## src/rtl/cal_pkg.sv

```systemverilog
package cal_pkg;

    localparam int DAY_W = 9;
    localparam logic [DAY_W-1:0] DAY_MAX = '1;

    typedef enum logic [1:0] {
        HOP_NONE,
        HOP_INC,
        HOP_DEC
    } hour_op_e;

    typedef struct packed {
        logic [DAY_W-1:0] day;
        logic             pm;
        logic [1:0]       hr_t;
        logic [3:0]       hr_u;
        logic [2:0]       mn_t;
        logic [3:0]       mn_u;
        logic [2:0]       sc_t;
        logic [3:0]       sc_u;
    } cal_time_t;

    function automatic logic [31:0] cal_pack(cal_time_t t);
        return {t.day, t.pm, t.hr_t, t.hr_u, 1'b0, t.mn_t, t.mn_u, 1'b0, t.sc_t, t.sc_u};
    endfunction

    function automatic cal_time_t cal_unpack(logic [31:0] w, logic fmt12);
        cal_time_t t;
        t.day  = w[31:23];
        t.pm   = fmt12 & w[22];
        t.hr_t = w[21:20];
        t.hr_u = w[19:16];
        t.mn_t = w[14:12];
        t.mn_u = w[11:8];
        t.sc_t = w[6:4];
        t.sc_u = w[3:0];
        return t;
    endfunction

endpackage

```

## src/rtl/cal_bcd60.sv

```systemverilog
module cal_bcd60 (
    input  logic       inc_i,
    input  logic [2:0] tens_i,
    input  logic [3:0] units_i,
    output logic [2:0] tens_o,
    output logic [3:0] units_o,
    output logic       carry_o
);
    always_comb begin
        tens_o  = tens_i;
        units_o = units_i;
        carry_o = 1'b0;
        if (inc_i) begin
            if (units_i == 4'd9) begin
                units_o = 4'd0;
                if (tens_i == 3'd5) begin
                    tens_o  = 3'd0;
                    carry_o = 1'b1;
                end else begin
                    tens_o = tens_i + 3'd1;
                end
            end else begin
                units_o = units_i + 4'd1;
            end
        end
    end
endmodule

```

## src/rtl/cal_hour_step.sv

```systemverilog
module cal_hour_step
    import cal_pkg::*;
(
    input  logic             fmt12_i,
    input  hour_op_e         op_i,
    input  logic [1:0]       hr_t_i,
    input  logic [3:0]       hr_u_i,
    input  logic             pm_i,
    input  logic [DAY_W-1:0] day_i,
    output logic [1:0]       hr_t_o,
    output logic [3:0]       hr_u_o,
    output logic             pm_o,
    output logic [DAY_W-1:0] day_o
);
    logic [5:0] hbin;
    logic [5:0] idx;
    logic [5:0] idx_n;
    logic [5:0] hout;

    always_comb begin
        hbin = (6'(hr_t_i) * 6'd10) + 6'(hr_u_i);
        if (fmt12_i) begin
            idx = ((hbin == 6'd12) ? 6'd0 : hbin) + (pm_i ? 6'd12 : 6'd0);
        end else begin
            idx = hbin;
        end

        idx_n = idx;
        day_o = day_i;
        case (op_i)
            HOP_INC: begin
                if (idx == 6'd23) begin
                    idx_n = 6'd0;
                    day_o = (day_i == DAY_MAX) ? day_i : day_i + 1'b1;
                end else begin
                    idx_n = idx + 6'd1;
                end
            end
            HOP_DEC: begin
                if (idx == 6'd0) begin
                    if (fmt12_i) begin
                        idx_n = 6'd23;
                        day_o = (day_i == '0) ? day_i : day_i - 1'b1;
                    end
                end else begin
                    idx_n = idx - 6'd1;
                end
            end
            default: idx_n = idx;
        endcase

        if (fmt12_i) begin
            pm_o = (idx_n >= 6'd12);
            hout = pm_o ? (idx_n - 6'd12) : idx_n;
            if (hout == 6'd0) hout = 6'd12;
        end else begin
            pm_o = 1'b0;
            hout = idx_n;
        end

        if (hout >= 6'd20) begin
            hr_t_o = 2'd2;
            hr_u_o = 4'(hout - 6'd20);
        end else if (hout >= 6'd10) begin
            hr_t_o = 2'd1;
            hr_u_o = 4'(hout - 6'd10);
        end else begin
            hr_t_o = 2'd0;
            hr_u_o = 4'(hout);
        end

        if (op_i == HOP_NONE) begin
            hr_t_o = hr_t_i;
            hr_u_o = hr_u_i;
            pm_o   = pm_i;
        end
    end
endmodule

```

## src/rtl/cal_day_thr.sv

```systemverilog
module cal_day_thr
    import cal_pkg::*;
(
    input  logic             clk,
    input  logic             rst_n,
    input  logic [DAY_W-1:0] day_i,
    input  logic [DAY_W-1:0] thresh_i,
    input  logic             clr_i,
    input  logic             ie_i,
    output logic             flag_o,
    output logic             irq_o
);
    logic flag_d, flag_q;

    always_comb begin
        flag_d = flag_q;
        if (day_i > thresh_i) begin
            flag_d = 1'b1;
        end else if (clr_i) begin
            flag_d = 1'b0;
        end
    end

    always_ff @(posedge clk or negedge rst_n) begin
        if (!rst_n) flag_q <= 1'b0;
        else        flag_q <= flag_d;
    end

    assign flag_o = flag_q;
    assign irq_o  = flag_q & ie_i;
endmodule

```

## src/rtl/cal_time_core.sv

```systemverilog
module cal_time_core
    import cal_pkg::*;
#(
    parameter int RESUME_CLKS = 3
) (
    input  logic        clk,
    input  logic        rst_n,
    input  logic        tick_i,
    input  logic        init_i,
    input  logic [31:0] load_i,
    input  logic        fmt12_i,
    input  logic        add_hr_i,
    input  logic        sub_hr_i,
    input  logic [8:0]  thresh_i,
    input  logic        thr_ie_i,
    input  logic        thr_clr_i,
    output logic [31:0] time_o,
    output logic        thr_flag_o,
    output logic        thr_irq_o
);
    localparam int HOLD_W = $clog2(RESUME_CLKS + 1);
    localparam int STAGES = 2;

    typedef struct packed {
        cal_time_t         tm;
        logic              init_q;
        logic [HOLD_W-1:0] hold;
        logic              pend_add;
        logic              pend_sub;
    } core_state_t;

    core_state_t st_d, st_q;

    logic       load_edge;
    logic       tick_ok;
    logic       new_add, new_sub, have_new;
    logic       cmd_add, cmd_any, apply;
    hour_op_e   hop;

    logic [STAGES:0] carry;
    logic [2:0]      tens_in  [STAGES];
    logic [3:0]      units_in [STAGES];
    logic [2:0]      tens_out [STAGES];
    logic [3:0]      units_out[STAGES];

    logic [1:0]       hs_hr_t;
    logic [3:0]       hs_hr_u;
    logic             hs_pm;
    logic [DAY_W-1:0] hs_day;

    assign load_edge = st_q.init_q & ~init_i;
    assign tick_ok   = tick_i & ~init_i & ~load_edge & (st_q.hold == '0);

    assign tens_in[0]  = st_q.tm.sc_t;
    assign units_in[0] = st_q.tm.sc_u;
    assign tens_in[1]  = st_q.tm.mn_t;
    assign units_in[1] = st_q.tm.mn_u;
    assign carry[0]    = tick_ok;

    genvar g;
    generate
        for (g = 0; g < STAGES; g++) begin : g_bcd60
            cal_bcd60 u_cnt (
                .inc_i   (carry[g]),
                .tens_i  (tens_in[g]),
                .units_i (units_in[g]),
                .tens_o  (tens_out[g]),
                .units_o (units_out[g]),
                .carry_o (carry[g+1])
            );
        end
    endgenerate

    always_comb begin
        new_add  = add_hr_i & ~init_i & ~load_edge;
        new_sub  = sub_hr_i & ~init_i & ~load_edge & ~add_hr_i;
        have_new = new_add | new_sub;
        cmd_add  = have_new ? new_add : st_q.pend_add;
        cmd_any  = have_new | st_q.pend_add | st_q.pend_sub;
        apply    = cmd_any & ~carry[STAGES] & (have_new | tick_ok);
        if (carry[STAGES])  hop = HOP_INC;
        else if (apply)     hop = cmd_add ? HOP_INC : HOP_DEC;
        else                hop = HOP_NONE;
    end

    cal_hour_step u_hour (
        .fmt12_i (fmt12_i),
        .op_i    (hop),
        .hr_t_i  (st_q.tm.hr_t),
        .hr_u_i  (st_q.tm.hr_u),
        .pm_i    (st_q.tm.pm),
        .day_i   (st_q.tm.day),
        .hr_t_o  (hs_hr_t),
        .hr_u_o  (hs_hr_u),
        .pm_o    (hs_pm),
        .day_o   (hs_day)
    );

    always_comb begin
        st_d        = st_q;
        st_d.init_q = init_i;
        if (st_q.hold != '0) st_d.hold = st_q.hold - 1'b1;

        if (init_i) begin
            st_d.pend_add = 1'b0;
            st_d.pend_sub = 1'b0;
        end else if (load_edge) begin
            st_d.tm       = cal_unpack(load_i, fmt12_i);
            st_d.hold     = HOLD_W'(RESUME_CLKS);
            st_d.pend_add = 1'b0;
            st_d.pend_sub = 1'b0;
        end else begin
            st_d.tm.sc_t = tens_out[0];
            st_d.tm.sc_u = units_out[0];
            st_d.tm.mn_t = tens_out[1];
            st_d.tm.mn_u = units_out[1];
            st_d.tm.hr_t = hs_hr_t;
            st_d.tm.hr_u = hs_hr_u;
            st_d.tm.pm   = hs_pm;
            st_d.tm.day  = hs_day;
            if (carry[STAGES] && cmd_any) begin
                st_d.pend_add = cmd_add;
                st_d.pend_sub = ~cmd_add;
            end else if (apply) begin
                st_d.pend_add = 1'b0;
                st_d.pend_sub = 1'b0;
            end
        end
    end

    always_ff @(posedge clk or negedge rst_n) begin
        if (!rst_n) st_q <= '0;
        else        st_q <= st_d;
    end

    assign time_o = cal_pack(st_q.tm);

    cal_day_thr u_thr (
        .clk      (clk),
        .rst_n    (rst_n),
        .day_i    (st_q.tm.day),
        .thresh_i (thresh_i),
        .clr_i    (thr_clr_i),
        .ie_i     (thr_ie_i),
        .flag_o   (thr_flag_o),
        .irq_o    (thr_irq_o)
    );
endmodule

```

## config.mk

```make
export PLATFORM = sky130hd
export DESIGN_NAME = cal_time_core
export DESIGN_NICKNAME = d
export VERILOG_FILES = /design/src/rtl/cal_pkg.sv /design/src/rtl/cal_bcd60.sv /design/src/rtl/cal_hour_step.sv /design/src/rtl/cal_day_thr.sv /design/src/rtl/cal_time_core.sv
export SDC_FILE = /design/constraint.sdc
export NUM_CORES = 1
export LEC_CHECK = 0
export ABC_AREA = 1
export BUFFER_PORTS_ARGS = -buffer_cell sky130_fd_sc_hd__buf_2
export CORE_MARGIN = 5
export CORE_UTILIZATION = 46
export CTS_BUF_LIST = sky130_fd_sc_hd__clkbuf_16
export CTS_CLUSTER_DIAMETER = 40
export DETAILED_ROUTE_END_ITERATION = 16
export PLACE_DENSITY = 0.81
export SLEW_MARGIN = 20
export SYNTH_ARGS = -nofsm -noshare
export SYNTH_HDL_FRONTEND = slang
export SYNTH_SLANG_ARGS = --single-unit
```

## constraint.sdc

```tcl
create_clock -name clk -period 5.3 [get_ports clk]
set_input_delay 0.795 -clock clk [delete_from_list [all_inputs] [get_ports clk]]
set_output_delay 0.795 -clock clk [all_outputs]
set_load 0.03 [all_outputs]
```

==> metrics.cfg, run 1 <==
[logic_synthesis]
syn_inst = 578
synth-seq-cells = 36
seq_area_frac_synth_pct = 23.04
async_flop_share_pct = 100.0
yosysWarnings = 0
synth_edf_count = 0
synth_area_um2 = 3910
ys_types = 47
syn_avg_cell_area_um2 = 6.765
synthFlopType = dfrtp_1

[clock_network]
cts_tree = yes
h-tree-depth = 2
clockBufferDepth = 2
cts_inserted_buffers = 5
hold_buffers = 0
worstSkewPairLatency_ns = 0.28
clock-sinks = 36
clk_pin_slew_worst_paths_ns = 0.05
clockRootBuffer = clkbuf_16

[power_and_ir_drop]
p_sw_uw = 1502
p_per_area_nw_per_um2 = 608.6
intPower_uw = 1297
cellLeakagePower_uw = 0.002411
power_frac_clock_pct = 10.1
share_seq_of_total_power_pct = 16.7
vdd_drop_max_mv = 0.2515
share_comb_of_total_power_pct = 73.2
power.share.switching_pct = 53.65

[global_routing]
grt_pass1_vias = 3683
track_usage_pct = 19.37
antenna_found_initial = 0
overflow = 0
grt_pass1_wl_um = 16500
grt_max_degree = 37

[floorplan]
initial_core_util_pct = 47.35
fp.dieArea_um2 = 10440
die_w_um = 102.2
ios = 84
core_area_um2 = 8258
chipHeight_um = 102.2
row_count = 33

[timing]
fmax_mhz = 198.5
skew_ns = 0.007267
fin_crit_sh_pct = 95.06
finalSetupViolCount = 0
min_period_ns = 5.038
fin_ws_ns = 0.2619
max_slew.worst_pin.slew_ns = 0.8384
drv_slew = 0
hold_violations = 0
relSlewSlack_pct = 44.11

[outcome]
status = finished clean

[worst_hold_path]
whs_path_depth = 1
hold_class = flop to flop
min_to = st_q[2]$_DFF_PN0_
hp-start = st_q[2]$_DFF_PN0_

[route]
dr.pass1.iters = 5
drt-initial-drc-count = 230
drt-vias-per-instance = 5.310
wl_um = 10030
via_count = 3977
antenna_left = 0
drc = 0
wl_per_cell_um = 13.40

[critical_path]
rr_startpoint = time_o[17]$_DFFE_PN0P_
critPathBufInv = 6
critPathRequiredTime_ns = 5.52
critical_path.max_stage_delay_ns = 0.45
r2r_cells = 42
path_class = flop to flop
crit_path_end_kind = flop
crit_slowest_cell = fa_1
crit_fanout = 5
cp-start-kind = flop
worst_r2r_endpoint = time_o[19]$_DFFE_PN0P_
crit_family = simple AND/OR/NAND/NOR gates
critPathMostFrequentCell = nand2_2
worstPathArrival_ns = 5.26
r2r_slack_ns = 0.26

[cells_and_area]
fin_util_pct = 55.70
mostFrequentLayoutCells = 108 x nand2_1, 80 x inv_1, 79 x buf_2, 59 x nor2_1, 37 x nand3_1
nets = 729
drive_gt1_share_pct = 27.64
synthToLayoutAreaGrowth_pct = 17.63
final_cells = 749
layout_commonest_cell = nand2_1
num_antenna_cells = 0

[place]
dp_cells = 734
place_hpwl_um = 7760
dp_worst_setup_slack_ns = -0.09596
place.gp.congestion = 0.8664
port_buffers = 79

[flow_run]
drv_cap = 0

## worst max path at each step
| stage | start | end | cells after the start |
|---|---|---|---|
| after global placement | time_o[17]$_DFFE_PN0P_ | time_o[19]$_DFFE_PN0P_ | 41 |
| final | time_o[17]$_DFFE_PN0P_ | time_o[19]$_DFFE_PN0P_ | 42 |
| after floorplan | time_o[20]$_DFFE_PN0P_ | time_o[19]$_DFFE_PN0P_ | 41 |
| after global routing | time_o[17]$_DFFE_PN0P_ | time_o[19]$_DFFE_PN0P_ | 40 |
| after CTS | time_o[17]$_DFFE_PN0P_ | time_o[19]$_DFFE_PN0P_ | 40 |
| after detailed placement | init_i | time_o[19]$_DFFE_PN0P_ | 36 |
## final cells by class
type,instances,area [um2]
tap,105,131.4
timing repair buffer,102,571.8
multi-input combinational,409,2521
clock inverter,2,8.758
clock buffer,5,125.1
fill,784,3659
sequential,36,900.9
inverter,90,340.3
## per-stage QoR
stage | total power (uW) | area (um2) | hold slack [ns] | TNS, ns
3_3_place_gp | 2234 | 4264 | 0.4529 | 0
4_1_cts | 2595 | 4404 | 0.4686 | 0
3_5_place_dp | 2297 | 4264 | 0.4573 | -0.2300
6_report | 2799 | 4599 | 0.4644 | 0
2_1_floorplan | 1933 | 3914 | 0.4355 | 0
5_1_grt | 3054 | 4599 | 0.4883 | -0.08917
## cells in the mapped netlist (3+ instances only)
master    count  area share, %
fa_1          3            1.5
nand4_1       6           0.96
nand2_2      11            1.8
inv_2         5           0.48
nand3_1      42            5.4
nor3_1        5           0.64
dfrtp_1      36             23
a22oi_1       9            1.7
a31oi_1       6           0.96
ha_1         32             10
clkbuf_1      7           0.67
nand3_2       9            2.3
a21oi_1      24            3.1
o21ai_0      32            4.1
o211ai_1      4           0.77
nand2_1     117             11
xor2_1        7            1.6
nand2_4       3           0.86
o22ai_1       3           0.48
buf_4        33            6.3
nor4_1        6           0.96
nor2_1       62            6.0
inv_1        83            8.0
## what timing repair did
item	in CTS	in global routing
resized for setup	2	36
pin swaps	0	14
setup endpoints to repair	3	5
buffers inserted	0	8
## power by group through the flow
| stage | Sequential, uW | Clock, uW | Combinational (uW) |
|---|---|---|---|
| 2_1_floorplan | 446 | 0 | 1490 |
| 3_3_place_gp | 461 | 0 | 1770 |
| 3_5_place_dp | 466 | 0 | 1830 |
| 4_1_cts | 462 | 285 | 1850 |
| 5_1_grt | 481 | 302 | 2270 |
| 6_report | 468 | 283 | 2050 |
## cell families (layout without fill, tap and decap cells)
family,count (synthesis),count (layout),share of synthesized area [%]
and+or+nand+nor,270,270,32.42
buffers and inverters,134,199,16.10
AOI/OAI and AO/OA,94,94,14.78
DFF,36,36,23.04
adders and majority gates,35,35,11.78
xor gates and xnor gates,8,8,1.792
other,1,2,0.09591
## routing by layer
layer / wire length [um] / GRT usage [%] / vias up / part of all wire [%]
li1: - / - / 1993 / -
met1: 4464 / 25.23 / 1866 / 44
met2: 4964 / 33.48 / 110 / 49
met3: 523 / 3.481 / 8 / 5.2
met4: 82 / 4.440 / 0 / 0.82
met5: 0 / 0 / - / 0
## registers in the layout, summed over array words and instances, names as in the netlist
| name | count |
|---|---|
| time_o | 30 |
| st_q | 5 |
| u_thr.flag_o | 1 |
(Power assumes the default switching activity.)
==> run 2, diff against run 1 <==
--- a/config.mk
+++ b/config.mk
@@ -8,11 +8,10 @@
 export ABC_AREA = 1
 export BUFFER_PORTS_ARGS = -buffer_cell sky130_fd_sc_hd__buf_2
 export CORE_MARGIN = 5
-export CORE_UTILIZATION = 46
-export CTS_BUF_LIST = sky130_fd_sc_hd__clkbuf_16
+export CORE_UTILIZATION = 51
 export CTS_CLUSTER_DIAMETER = 40
 export DETAILED_ROUTE_END_ITERATION = 16
-export PLACE_DENSITY = 0.81
+export PLACE_DENSITY = 0.87
 export SLEW_MARGIN = 20
 export SYNTH_ARGS = -nofsm -noshare
 export SYNTH_HDL_FRONTEND = slang
==> constraint.sdc (replaced) <==
create_clock -name clk -period 5.3 [get_ports clk]
set_input_delay 0.53 -clock clk [delete_from_list [all_inputs] [get_ports clk]]
set_output_delay 0.53 -clock clk [all_outputs]
set_load 0.03 [all_outputs]
==> metrics.cfg, run 2 (synthesized netlist as in run 1, its figures left out) <==
[cells_and_area]
fill_cells = 687  ; was 784
synthToLayoutAreaGrowth_pct = 19.23  ; was 17.63%
mostFrequentLayoutCells = 107 x nand2_1, 79 x buf_2, 76 x inv_1, 59 x nor2_1  ; was 108 x nand2_1, 80 x inv_1, 79 x buf_2, 59 x nor2_1, 37 x nand3_1
layout_commonest_cell = nand2_1  ; unchanged
num_antenna_cells = 0  ; unchanged
largest_reg_flops = 30  ; unchanged
drive_gt1_share_pct = 28.92  ; was 27.64%
nets = 734  ; was 729

[worst_hold_path]
hold_class = input port to async pin  ; was flop to flop

[global_routing]
track_usage_pct = 21.11  ; was 19.37%
antenna_found_initial = 0  ; unchanged
grt_pass1_vias = 3884  ; was 3,683
grt_pass1_wl_um = 17180  ; was 16,500 um
overflow = 0  ; unchanged
grt_max_degree = 37  ; unchanged

[power_and_ir_drop]
share_comb_of_total_power_pct = 76.3  ; was 73.2%
vdd_drop_max_mv = 0.2602  ; was 0.2515 mV
intPower_uw = 1316  ; was 1297 uW
power_frac_clock_pct = 7.6  ; was 10.1%
share_seq_of_total_power_pct = 16.1  ; was 16.7%
power.share.switching_pct = 54.64  ; was 53.65%
cellLeakagePower_uw = 0.002435  ; was 0.002411 uW
p_sw_uw = 1585  ; was 1502 uW
p_per_area_nw_per_um2 = 622.1  ; was 608.6 nW/um2

[floorplan]
row_count = 32  ; was 33
initial_core_util_pct = 51.40  ; was 47.35%
fp.dieArea_um2 = 9518  ; was 10,440 um2
die_w_um = 97.56  ; was 102.2 um
chipHeight_um = 97.56  ; was 102.2 um
core_area_um2 = 7607  ; was 8258 um2
ios = 84  ; unchanged

[critical_path]
worst_r2r_endpoint = time_o[18]$_DFFE_PN0P_  ; was time_o[19]$_DFFE_PN0P_
crit_path_end_kind = flop  ; unchanged
r2r_cells = 36  ; was 42
path_class = flop to flop  ; unchanged
critical_path.max_stage_delay_ns = 0.51  ; was 0.45 ns
critPathRequiredTime_ns = 5.55  ; was 5.52 ns
cp-start-kind = flop  ; unchanged
worstPathArrival_ns = 5.34  ; was 5.26 ns
crit_end = time_o[18]$_DFFE_PN0P_  ; was time_o[19]$_DFFE_PN0P_
r2r_slack_ns = 0.22  ; was 0.26 ns
rr_startpoint = time_o[21]$_DFFE_PN0P_  ; was time_o[17]$_DFFE_PN0P_
startpoint = time_o[21]$_DFFE_PN0P_  ; was time_o[17]$_DFFE_PN0P_
critPathMostFrequentCell = nand2_1  ; was nand2_2
crit_fanout = 6  ; was 5
crit_slowest_cell = fa_1  ; unchanged

[timing]
max_slew.worst_pin.slew_ns = 0.8889  ; was 0.8384 ns
fin_ws_ns = 0.2154  ; was 0.2619 ns
hold_violations = 0  ; unchanged
skew_ns = 0.01049  ; was 0.007267 ns
fin_crit_sh_pct = 95.94  ; was 95.06%
fin_setup_tns_ns = 0  ; unchanged
rsz0062_at_grt = yes
finalSetupViolCount = 0  ; unchanged
min_period_ns = 5.085  ; was 5.038 ns
relSlewSlack_pct = 40.74  ; was 44.11%
drv_slew = 0  ; unchanged
fmax_mhz = 196.7  ; was 198.5 MHz

[place]
port_buffers = 79  ; unchanged
place.gp.congestion = 0.8940  ; was 0.8664
dp_worst_setup_slack_ns = -0.03234  ; was -0.09596 ns
place_hpwl_um = 7786  ; was 7760 um

[route]
drt-vias-per-instance = 5.479  ; was 5.310
wl_um = 10700  ; was 10,030 um
via_count = 4120  ; was 3,977
drc = 0  ; unchanged
dr.pass1.iters = 5  ; unchanged
antenna_left = 0  ; unchanged
wl_per_cell_um = 14.23  ; was 13.40 um
drt-initial-drc-count = 253  ; was 230

[flow_run]
drv_cap = 0  ; unchanged

[clock_network]
clockBufferDepth = 2  ; unchanged
worstSkewPairLatency_ns = 0.31  ; was 0.28 ns
cts_tree = yes  ; unchanged
hold_buffers = 0  ; unchanged
clockRootBuffer = clkbuf_8  ; was clkbuf_16
cts_inserted_buffers = 5  ; unchanged
h-tree-depth = 2  ; unchanged
clock-sinks = 36  ; unchanged
clk_pin_slew_worst_paths_ns = 0.08  ; was 0.05 ns

[outcome]
status = finished clean  ; unchanged

-- run 2: cell count changes in the layout (fill, tap and decap cells not counted), moves of 2 or more --
cell / previous run / this run
nand2_2: 19 / 16
inv_2: 8 / 11
nand3_4: 2 / 4
ha_2: 4 / 2
clkbuf_16: 5 / 0
nand2_4: 4 / 8
clkbuf_8: 0 / 6
ha_4: 2 / 4
clkbuf_1: 0 / 2
inv_1: 80 / 76
buf_4: 22 / 27
-- run 2: worst min path at each step --
stage | start | endpoint | slack, ns
floorplan | rst_n | st_q[0]$_DFFE_PN0P_ | 0.23
global placement | st_q[2]$_DFF_PN0_ | st_q[2]$_DFF_PN0_ | 0.45
detailed placement | st_q[2]$_DFF_PN0_ | st_q[2]$_DFF_PN0_ | 0.46
CTS | rst_n | time_o[22]$_DFFE_PN0P_ | 0.37
global route | init_i | st_q[4]$_DFF_PN0_ | 0.40
finish | rst_n | time_o[12]$_DFFE_PN0P_ | 0.34
-- run 2: layer usage --
| layer | wire, um | track usage, % |
|---|---|---|
| met3 | 681 | 4.092 |
| met5 | 0 | 0 |
| met4 | 253 | 5.644 |
| met2 | 5269 | 37.27 |
| met1 | 4498 | 26.18 |
-- run 2: area by class of cell --
cell class | instances | area (um2) | area share [%]
Timing Repair Buffer | 107 | 609.3 | 13.07
Inverter | 90 | 340.3 | 7.300
Sequential cell | 36 | 900.9 | 19.32
Clock buffer | 8 | 90.09 | 1.932
Multi-Input combinational cell | 409 | 2594 | 55.64
Tap cell | 102 | 127.6 | 2.738
-- run 2: power by group through the flow --
stage	Clock, uW	Sequential (uW)	Combinational, uW
after CTS	218	460	1860
after floorplan	0	446	1490
after global placement	0	458	1780
after detailed placement	0	465	1840
after global routing	233	478	2450
final	220	467	2210
-- run 2: repair_timing --
| action | CTS | global route |
|---|---|---|
| pin swaps | 0 | 34 |
| buffers inserted | 0 | 11 |
| setup endpoints to repair | 3 | 5 |
| gates resized for setup | 2 | 51 |
| gates cloned | 0 | 0 |
-- run 2: worst max-delay path: cells and delay by family, from the launching register on --
family | cells | cell delay [ns]
buf+inv | 6 | 0.68
flops | 1 | 0.39
simple gates | 25 | 2.62
compound gates | 1 | 0.08
fa+ha+maj | 4 | 1.29
-- run 2: through the flow --
step | util, % | total power [uW] | area (um2) | cells | hold slack, ns
after detailed placement | 56.20 | 2303 | 4275 | 733 | 0.4615
after global placement | 56.20 | 2235 | 4275 | 733 | 0.4521
final | 61.28 | 2900 | 4662 | 752 | 0.3385
after floorplan | - | 1933 | 3914 | 579 | 0.2344
after CTS | 57.47 | 2535 | 4372 | 741 | 0.3729
after global routing | 61.28 | 3161 | 4662 | 752 | 0.4023
==> run 3, diff against run 2 <==
--- a/config.mk
+++ b/config.mk
@@ -7,12 +7,16 @@
 export LEC_CHECK = 0
 export ABC_AREA = 1
 export BUFFER_PORTS_ARGS = -buffer_cell sky130_fd_sc_hd__buf_2
+export CELL_PAD_IN_SITES_DETAIL_PLACEMENT = 1
+export CELL_PAD_IN_SITES_GLOBAL_PLACEMENT = 2
 export CORE_MARGIN = 5
-export CORE_UTILIZATION = 51
+export CORE_UTILIZATION = 28
 export CTS_CLUSTER_DIAMETER = 40
 export DETAILED_ROUTE_END_ITERATION = 16
-export PLACE_DENSITY = 0.87
+export GPL_ROUTABILITY_DRIVEN = 1
+export PLACE_DENSITY = 0.88
 export SLEW_MARGIN = 20
 export SYNTH_ARGS = -nofsm -noshare
 export SYNTH_HDL_FRONTEND = slang
+export SYNTH_HIERARCHICAL = 1
 export SYNTH_SLANG_ARGS = --single-unit
==> metrics.cfg, run 3 <==
[outcome]
status = finished clean  ; unchanged

[critical_path]
path_class = flop to flop  ; unchanged
critical_path.max_stage_delay_ns = 0.53  ; was 0.51 ns
cp-start-kind = flop  ; unchanged
r2r_slack_ns = 0.03  ; was 0.22 ns
worstPathArrival_ns = 5.43  ; was 5.34 ns
crit_path_end_kind = flop  ; unchanged
crit_slowest_cell = fa_1  ; unchanged
critPathRequiredTime_ns = 5.46  ; was 5.55 ns
crit_fanout = 5  ; was 6

[route]
dr.pass1.iters = 4  ; was 5
drc = 0  ; unchanged
wl_per_cell_um = 13.47  ; was 14.23 um
drt-vias-per-instance = 4.634  ; was 5.479
antenna_left = 0  ; unchanged
drt-initial-drc-count = 166  ; was 253
via_count = 4731  ; was 4,120
wl_um = 13750  ; was 10,700 um

[global_routing]
met2_usage_pct = 25.39  ; was 37.27%
grt_max_degree = 37  ; unchanged
grt_busiest_layer = met2  ; unchanged
use_met3_pct = 1.657  ; was 4.092%
grt_pass1_vias = 4939  ; was 3,884
track_usage_pct = 14.18  ; was 21.11%
antenna_found_initial = 0  ; unchanged
use_met1_pct = 18.53  ; was 26.18%
overflow = 0  ; unchanged
grt_pass1_wl_um = 23290  ; was 17,180 um

[timing]
min_period_ns = 5.267  ; was 5.085 ns
finalSetupViolCount = 0  ; unchanged
fin_setup_tns_ns = 0  ; unchanged
fin_crit_sh_pct = 99.38  ; was 95.94%
max_slew.worst_pin.slew_ns = 0.9202  ; was 0.8889 ns
relSlewSlack_pct = 38.65  ; was 40.74%
hold_violations = 0  ; unchanged
fin_ws_ns = 0.03295  ; was 0.2154 ns
drv_slew = 0  ; unchanged
fmax_mhz = 189.9  ; was 196.7 MHz
rsz0062_at_grt = yes  ; unchanged
skew_ns = 0.003876  ; was 0.01049 ns

[place]
place_hpwl_um = 10740  ; was 7786 um
place.gp.congestion = 0.7964  ; was 0.8940
dp_worst_setup_slack_ns = -0.09920  ; was -0.03234 ns
postPlaceCellArea_um2 = 5155  ; was 4275 um2
port_buffers = 79  ; unchanged
dp_cells = 1003  ; was 733

[logic_synthesis]
synth_common_cells = 219 x nand2_1, 83 x inv_1, 79 x nand3_1  ; was 117 x nand2_1, 83 x inv_1, 62 x nor2_1
synthDominantCellAreaShare_pct = 19.53  ; was 23.04%
synth_edf_count = 0  ; unchanged
ys_types = 42  ; was 47
syn_avg_cell_area_um2 = 6.379  ; was 6.765 um2
yosysWarnings = 6  ; was 0
synth_area_leaders = dfrtp_1 20%, nand2_1 18%, nand3_1 8.6%, ha_1 7.9%, inv_1 6.8%  ; was dfrtp_1 23%, nand2_1 11%, ha_1 10%, inv_1 8.0%, buf_4 6.3%
synth_largest_area_cell = dfrtp_1  ; unchanged
synth_area_um2 = 4612  ; was 3910 um2
synth.most_common_cell = nand2_1  ; unchanged
synthFlopType = dfrtp_1  ; unchanged
synth-seq-cells = 36  ; unchanged
async_flop_share_pct = 100.0  ; unchanged
seq_area_frac_synth_pct = 19.53  ; was 23.04%
syn_inst = 723  ; was 578

[flow_run]
drv_cap = 0  ; unchanged

[cells_and_area]
final_area_um2 = 5525  ; was 4662 um2
drive_gt1_share_pct = 29.21  ; was 28.92%
mostFrequentLayoutCells = 210 x nand2_1, 79 x inv_1, 79 x buf_2, 76 x nand3_1, 46 x nor2_1  ; was 107 x nand2_1, 79 x buf_2, 76 x inv_1, 59 x nor2_1
fill_cells = 2182  ; was 687
synthToLayoutAreaGrowth_pct = 19.80  ; was 19.23%
num_antenna_cells = 0  ; unchanged
seq_area_um2 = 900.9  ; unchanged
largest_reg_flops = 30  ; unchanged
multiInputGateArea_um2 = 3060  ; was 2594 um2
final_cells = 1021  ; was 752
nets = 881  ; was 734
layout_commonest_cell = nand2_1  ; unchanged

[clock_network]
cts_inserted_buffers = 5  ; unchanged
clock-sinks = 36  ; unchanged
worstSkewPairLatency_ns = 0.28  ; was 0.31 ns
clockBufferDepth = 2  ; unchanged
cts_tree = yes  ; unchanged
clockRootBuffer = clkbuf_16  ; was clkbuf_8
clk_pin_slew_worst_paths_ns = 0.06  ; was 0.08 ns
h-tree-depth = 2  ; unchanged

[floorplan]
die_w_um = 138.3  ; was 97.56 um
fp.dieArea_um2 = 19140  ; was 9518 um2
ios = 84  ; unchanged
initial_core_util_pct = 28.21  ; was 51.40%
row_count = 47  ; was 32
core_area_um2 = 16350  ; was 7607 um2
chipHeight_um = 138.3  ; was 97.56 um

[power_and_ir_drop]
vdd_drop_max_mv = 0.1291  ; was 0.2602 mV
p_per_area_nw_per_um2 = 312.7  ; was 622.1 nW/um2
cellLeakagePower_uw = 0.002931  ; was 0.002435 uW
power_uw = 1728  ; was 2900 uW

[worst_hold_path]
hold_class = input port to async pin  ; unchanged

==> run 3: cell count changes after synthesis, moves of 8 or more <==
cell and delta:
nand3_1 +37, nor2_4 +8, nor2_1 -16, o21ai_0 -8
inv_2 +9, nand2_1 +102
==> run 3: area by class of cell <==
type | count | share of cell area, %
Multi-Input combinational cell | 532 | 55.39
Tap cell | 220 | 4.982
Clock buffer | 6 | 2.332
Timing Repair Buffer | 123 | 13.27
Inverter | 102 | 7.088
Sequential cell | 36 | 16.30
Clock inverter | 2 | 0.6341
==> run 3: logic make-up after synthesis <==
kind of cell | count (synthesis) | share of synthesized area [%]
and+or+nand+nor | 423 | 45.17
buffers and inverters | 156 | 16.77
AOI/OAI and AO/OA | 71 | 8.763
DFF | 36 | 19.53
adders and majority gates | 31 | 8.736
xor gates and xnor gates | 5 | 0.9495
other | 1 | 0.08131
==> run 3: worst max-delay path, delay by kind of cell, from the launching register on <==
family          cells  cell delay (ns)
compound gates      3             0.54
simple gates       21             2.02
fa+ha+maj           6             1.69
buf+inv             6             0.47
flops               1             0.40
==> run 3: final timing paths <==
path / start / to / cells past startpoint
setup / recovery: time_o[17]$_DFFE_PN0N_ / time_o[18]$_DFFE_PN0N_ / 36
hold / removal: rst_n / time_o[8]$_DFFE_PN0N_ / 1
setup reg to reg: time_o[17]$_DFFE_PN0N_ / time_o[18]$_DFFE_PN0N_ / 36
hold reg to reg: st_q[2]$_DFF_PN0_ / st_q[2]$_DFF_PN0_ / 1
max in group asynchronous: rst_n / st_q[3]$_DFF_PN0_ / 1
min in group clk: load_i[6] / time_o[6]$_DFFE_PN0N_ / 3
==> run 3: power by group <==
| group | leakage, uW | total, uW | switching [uW] | internal (uW) |
|---|---|---|---|---|
| logic | 0.00240 | 1020 | 626 | 392 |
| registers | 0.000451 | 368 | 58.0 | 310 |
| clock network | 0.0000808 | 343 | 121 | 222 |
==> run 3: metal layers <==
layer | vias to the layer above | routed length (um)
li1 | 2419 | -
met1 | 2263 | 6551
met2 | 41 | 6881
met3 | 8 | 215
met4 | 0 | 105
met5 | - | 0
==> run 3: through the flow <==
stage | hold slack [ns] | util [%]
global placement | 0.4747 | 31.53
CTS | 0.4061 | 32.59
floorplan | 0.2344 | -
finish | 0.3858 | 33.80
detailed placement | 0.5002 | 31.53
global route | 0.4449 | 33.80
==> run 3: timing repair <==
action	4_1_cts	5_1_grt
endpoints found under the setup margin	4	5
buffers inserted	0	10
pin swaps	0	34
gates resized for setup	4	34
hold buffers	0	0
endpoints found under the hold margin	0	0
